===== config.mk =====
export PLATFORM = sky130hd
export DESIGN_NAME = tap_timer
export DESIGN_NICKNAME = d
export VERILOG_FILES = /design/src/rtl/tap_timer_pkg.sv /design/src/rtl/tap_timer_clr.sv /design/src/rtl/tap_timer_chain.sv /design/src/rtl/tap_timer_out.sv /design/src/rtl/tap_timer.sv
export SDC_FILE = /design/constraint.sdc
export NUM_CORES = 1
export LEC_CHECK = 0
export CAP_MARGIN = 20
export CORE_MARGIN = 3
export CORE_UTILIZATION = 52
export CTS_CLUSTER_DIAMETER = 200
export DETAILED_ROUTE_END_ITERATION = 6
export PLACE_DENSITY = 0.86
export SETUP_SLACK_MARGIN = 0.5
export SYNTH_ARGS = -nofsm -noshare
export SYNTH_HDL_FRONTEND = slang
export SYNTH_SLANG_ARGS = --single-unit

===== constraint.sdc =====
create_clock -name clk -period 5.2 [get_ports clk]
set_clock_uncertainty 0.15 [all_clocks]
set_input_delay 1.56 -clock clk [delete_from_list [all_inputs] [get_ports clk]]
set_output_delay 1.56 -clock clk [all_outputs]
set_load 0.02 [all_outputs]

===== src/rtl/tap_timer_pkg.sv =====
package tap_timer_pkg;
  localparam int CHAIN_LEN = 16;
  localparam int FEED_STAGE = 9;

  typedef enum logic [1:0] {
    TAP_S13 = 2'b00,
    TAP_S10 = 2'b01,
    TAP_S8  = 2'b10,
    TAP_S16 = 2'b11
  } tap_sel_e;

  // Number of stages whose output forms the selected divide ratio.
  function automatic int tap_len(tap_sel_e s);
    case (s)
      TAP_S13: return 13;
      TAP_S10: return 10;
      TAP_S8:  return 8;
      default: return 16;
    endcase
  endfunction

  // Physical counter bit that carries the selected stage. The 8-stage
  // code reads the top stage, whose upper segment is fed directly.
  function automatic int tap_bit(tap_sel_e s);
    if (s == TAP_S8) return CHAIN_LEN - 1;
    return tap_len(s) - 1;
  endfunction
endpackage


===== src/rtl/tap_timer_clr.sv =====
module tap_timer_clr (
  input  logic clk,
  input  logic mrst,
  input  logic por,
  input  logic auto_rst_n,
  input  logic mode,
  output logic clr
);
  logic mode_q;
  logic mode_chg;
  logic por_clr;

  always_ff @(posedge clk) mode_q <= mode;

  assign mode_chg = mode ^ mode_q;
  assign por_clr  = por & ~auto_rst_n;
  assign clr      = mrst | por_clr | mode_chg;
endmodule


===== src/rtl/tap_timer_chain.sv =====
module tap_timer_chain
  import tap_timer_pkg::*;
#(
  parameter int STAGES = CHAIN_LEN,
  parameter int FEED   = FEED_STAGE
) (
  input  logic     clk,
  input  logic     hard_rst,
  input  logic     clr,
  input  logic     bypass,
  input  tap_sel_e tap_sel,
  output logic     tap_nxt
);
  localparam int UPW = STAGES - FEED + 1;

  logic [STAGES-1:0] cnt_q, cnt_d, ena;

  for (genvar g = 0; g < STAGES; g++) begin : g_stage
    if (g == 0) begin : g_first
      assign ena[g] = 1'b1;
    end else if (g == FEED - 1) begin : g_feed
      assign ena[g] = bypass | (ena[g-1] & cnt_q[g-1]);
    end else begin : g_ripple
      assign ena[g] = ena[g-1] & cnt_q[g-1];
    end
    assign cnt_d[g] = clr ? 1'b0 : (cnt_q[g] ^ ena[g]);
  end

  always_ff @(posedge clk) cnt_q <= cnt_d;

  assign tap_nxt = cnt_d[tap_bit(tap_sel)];

  AST_CLR_ZEROES: assert property (@(posedge clk) disable iff (hard_rst)
    clr |=> cnt_q == '0);
  AST_PLAIN_STEP: assert property (@(posedge clk) disable iff (hard_rst)
    (!clr && !bypass) |=> cnt_q == STAGES'($past(cnt_q) + 1'b1));
  AST_FEED_STEP: assert property (@(posedge clk) disable iff (hard_rst)
    (!clr && bypass) |=> cnt_q[STAGES-1:FEED-1] ==
      UPW'($past(cnt_q[STAGES-1:FEED-1]) + 1'b1));
endmodule


===== src/rtl/tap_timer_out.sv =====
module tap_timer_out (
  input  logic clk,
  input  logic hard_rst,
  input  logic clr,
  input  logic recycle,
  input  logic pol,
  input  logic tap_nxt,
  output logic out_q
);
  logic latch_q, latch_d, out_d;

  assign latch_d = clr ? 1'b0 : (latch_q | tap_nxt);
  assign out_d   = clr ? pol : (pol ^ (recycle ? tap_nxt : latch_d));

  always_ff @(posedge clk) begin
    latch_q <= latch_d;
    out_q   <= out_d;
  end

  AST_CLR_LEVEL: assert property (@(posedge clk) disable iff (hard_rst)
    clr |=> out_q == $past(pol));
  AST_SINGLE_HOLD: assert property (@(posedge clk) disable iff (hard_rst)
    (!clr && !recycle && latch_q) |=> out_q == !$past(pol));
endmodule


===== src/rtl/tap_timer.sv =====
module tap_timer
  import tap_timer_pkg::*;
(
  input  logic       clk,
  input  logic       mrst,
  input  logic       por,
  input  logic       auto_rst_n,
  input  logic [1:0] sel,
  input  logic       recycle,
  input  logic       pol,
  output logic       tmr_out
);
  logic     clr;
  logic     tap_nxt;
  logic     bypass;
  tap_sel_e tap_sel;

  assign tap_sel = tap_sel_e'(sel);
  assign bypass  = (tap_sel == TAP_S8);

  tap_timer_clr u_clr (
    .clk(clk), .mrst(mrst), .por(por), .auto_rst_n(auto_rst_n),
    .mode(recycle), .clr(clr)
  );

  tap_timer_chain #(.STAGES(CHAIN_LEN), .FEED(FEED_STAGE)) u_chain (
    .clk(clk), .hard_rst(mrst), .clr(clr), .bypass(bypass),
    .tap_sel(tap_sel), .tap_nxt(tap_nxt)
  );

  tap_timer_out u_out (
    .clk(clk), .hard_rst(mrst), .clr(clr), .recycle(recycle),
    .pol(pol), .tap_nxt(tap_nxt), .out_q(tmr_out)
  );
endmodule


==> reports/qor.csv <==
metric,value,unit
Die Height,45.0,um
DRC violation count after routing,0,
VDD IR-drop max,185,uV
metal3 WL,49,um
"top cells by area, synth","dfxtp_1 (48%), ha_1 (22%), and2_1 (7.1%), and2_2 (4.7%), xnor2_1 (2.2%)",
drt pass-1 iters,2,
Worst path slowest cell,clkdlybuf4s50_1,
Post CTS Setup Buffer Count,0,
CP startpoint kind,input pin,
CP top delay family,adder cells,
WHS Path Cells,1,
critical path cell sequence,clkdlybuf4s50_1 -> inv_1 -> a21o_1 -> ha_1 -> ha_1 -> ha_1 -> ha_1 -> ha_1 -> ha_1 -> ha_1 -> xnor2_1 -> nand3_1 -> o211ai_2 -> xnor2_1,
CP Capture Type,flop,
complex-gate fraction of the synthesized area,0.0411,
Fin Setup TNS,0,ns
Yosys cell types,19,
Core Area,0.00137,mm^2
"Hold Violations, Final",0,
Die Area,0.00202,mm^2
routed vias/inst,5.00,
final worst setup slack,1.11,ns
Post-Synth Simple-Gate Area,0.190,
fin crit period,4.09,ns
Clock Tree Root,clkbuf_4,
post-synthesis register bit count,19,
post-layout power,238,uW
share of layout cells above drive strength 1,0.145,
worst-path fanout max,3,
Antenna Nets Post-Route,0,
"commonest non-fill, non-tap cell in the layout",dfxtp_1,
all-layer global routing usage,0.134,
Clock Sinks,19,
CTS Buf Count,3,
Clock Latency Late Sink,0.29,ns
hold_sp,u_chain.cnt_q[0]$_DFF_P_,
max-cap violations,0,
nets@finish,99,
ant diodes,0,
Crit. Startpoint,sel[0],
chip width,45.0,um
first-pass GRT wire length,1.89,mm
Power Dens Cells,263,mW/mm^2
# rows,13,
Final HPWL DP,795,um
DRT met1 WL,469,um
post-synthesis adder-cell area fraction,0.222,
required time of the critical path,5.28,ns
largest family of logic cells by synthesized area,adder cells,
Slew @ Worst Pin,0.489,ns
H-tree depth,1,
Crit path largest cell delay,0.48,ns
worst reg2reg startpoint,u_chain.cnt_q[0]$_DFF_P_,
critical path class,input pin to flop,
Port Buf Inserts,8,
clock buffer depth,2,
Final Cycle Share,0.786,
initial antenna violation count,0,
Worst Reg-to-Reg Cells,19,
wire per inst,11.0,um
vias in the first global route,464,
mean post-synth cell area,12.2,um^2
Ys Warns,0,
Leakage,0.456,nW
R2R Setup Slk,1.29,ns
total number of vias,455,
WHS,0.307,ns
clock edge transition at the registers on the reported setup and hold paths,0.10,ns
"area leader, netlist",dfxtp_1,
post-synth design cell area,791,um^2
routability cong.,0.688,
Area Overhead vs Synth,14.4,%
R2R Path End,u_out.out_q$_DFF_P_,
max-slew violations,0,
Ports,9,
GRT overflow,0,
clock tree from TritonCTS,yes,
final-report setup violation count,0,
"Hold-fix buffers, CTS",0,
Worst Path Buf+Inv,2,
post-synthesis net count,87,
max_slew headroom,0.673,
initial core utilization,0.579,
post-cts gate resize count,0,
Min-Delay Path Class,flop to flop,
drt total wl,1.00,mm
mux cell area share after synthesis,0.0142,
crit path DAT,4.17,ns
sequential fraction of the synthesis area,0.481,
Starting DRT DRC Count,2,
CP most frequent cell,ha_1,
worst hold path endpoint,u_chain.cnt_q[0]$_DFF_P_,
Yosys top cell area share,0.481,
most frequent cells in the layout,"dfxtp_1 (19), ha_1 (14), and2_1 (9)",
dpl ws,0.788,ns
xor/xnor share of the synthesized area,0.0332,
Highest Signal Layer,met3,
Achievable Freq,245,MHz
routed wl met2,486,um
post-synthesis cell count,65,
status,finished clean,
largest net degree at the start of global routing,17,
RSZ-0062 raised after global routing,false,
[stage by stage]
step | area (um^2) | util | cells
6_report | 905 | 0.662 | 91
5_1_grt | 905 | 0.662 | 91
4_1_cts | 905 | 0.662 | 91
3_5_place_dp | 878 | 0.643 | 87
3_3_place_gp | 878 | 0.643 | 87
2_1_floorplan | 791 | - | 65
[cells by family after synthesis]
logic type	count (synthesis)
muxes	1
DFF	19
buffers and inverters	2
xor gates and xnor gates	3
adders and majority gates	14
AOI/OAI and AO/OA	4
and+or+nand+nor	22
[where the power goes]
group          internal, mW  switching, mW
registers             0.148        0.00102
clock network        0.0299         0.0415
logic               0.00967        0.00834
total                 0.187         0.0509
[synthesized netlist by cell type]
master	n
a21o_1	1
a21oi_1	1
and2_1	9
and2_2	5
buf_6	1
dfxtp_1	19
ha_1	14
inv_1	1
mux2_2	1
nand2b_1	2
nand3_1	1
nor2_1	1
nor2b_1	1
nor3_4	1
nor4_1	2
o211ai_2	1
o21a_1	1
xnor2_1	2
xor2_1	1
[state kept, by name, indices dropped and copies added, names as in the netlist]
register       count
u_out.out_q        1
u_clr.mode_q       1
u_out.latch_q      1
u_chain.cnt_q     16
[cell type report]
type	instances	area (um^2)
Clock buffer	4	26.3
Fill cell	111	462
Inverter	1	3.75
Multi-Input combinational cell	44	395
Sequential cell	19	380
Tap cell	15	18.8
Timing Repair Buffer	8	80.1
[worst reg2reg max path, cell delays in order, from the launching register on]
cell and delay (ns):
dfxtp_1 0.33, ha_1 0.20, ha_1 0.19, ha_1 0.18
ha_1 0.18, ha_1 0.18, ha_1 0.18, ha_1 0.18
a21o_1 0.15, ha_1 0.18, ha_1 0.18, ha_1 0.18
ha_1 0.18, ha_1 0.18, ha_1 0.18, ha_1 0.18
xnor2_1 0.28, nand3_1 0.14, o211ai_2 0.11, xnor2_1 0.13
[routing by layer]
metal  vias up  track usage
met1       204        0.151
met5         -            0
met2         8        0.212
met4         0       0.0526
li1        243            -
met3         0       0.0717
[worst max-delay path by stage]
stage,slack (ns),to,cells after the start
after CTS,1.09,u_out.out_q$_DFF_P_,14
after global routing,0.94,u_out.out_q$_DFF_P_,14
final,1.11,u_out.out_q$_DFF_P_,14
after detailed placement,0.79,u_out.out_q$_DFF_P_,14
after floorplan,1.53,u_out.out_q$_DFF_P_,13
after global placement,0.85,u_out.out_q$_DFF_P_,14
Note: power is estimated with default switching activity, not from simulation.
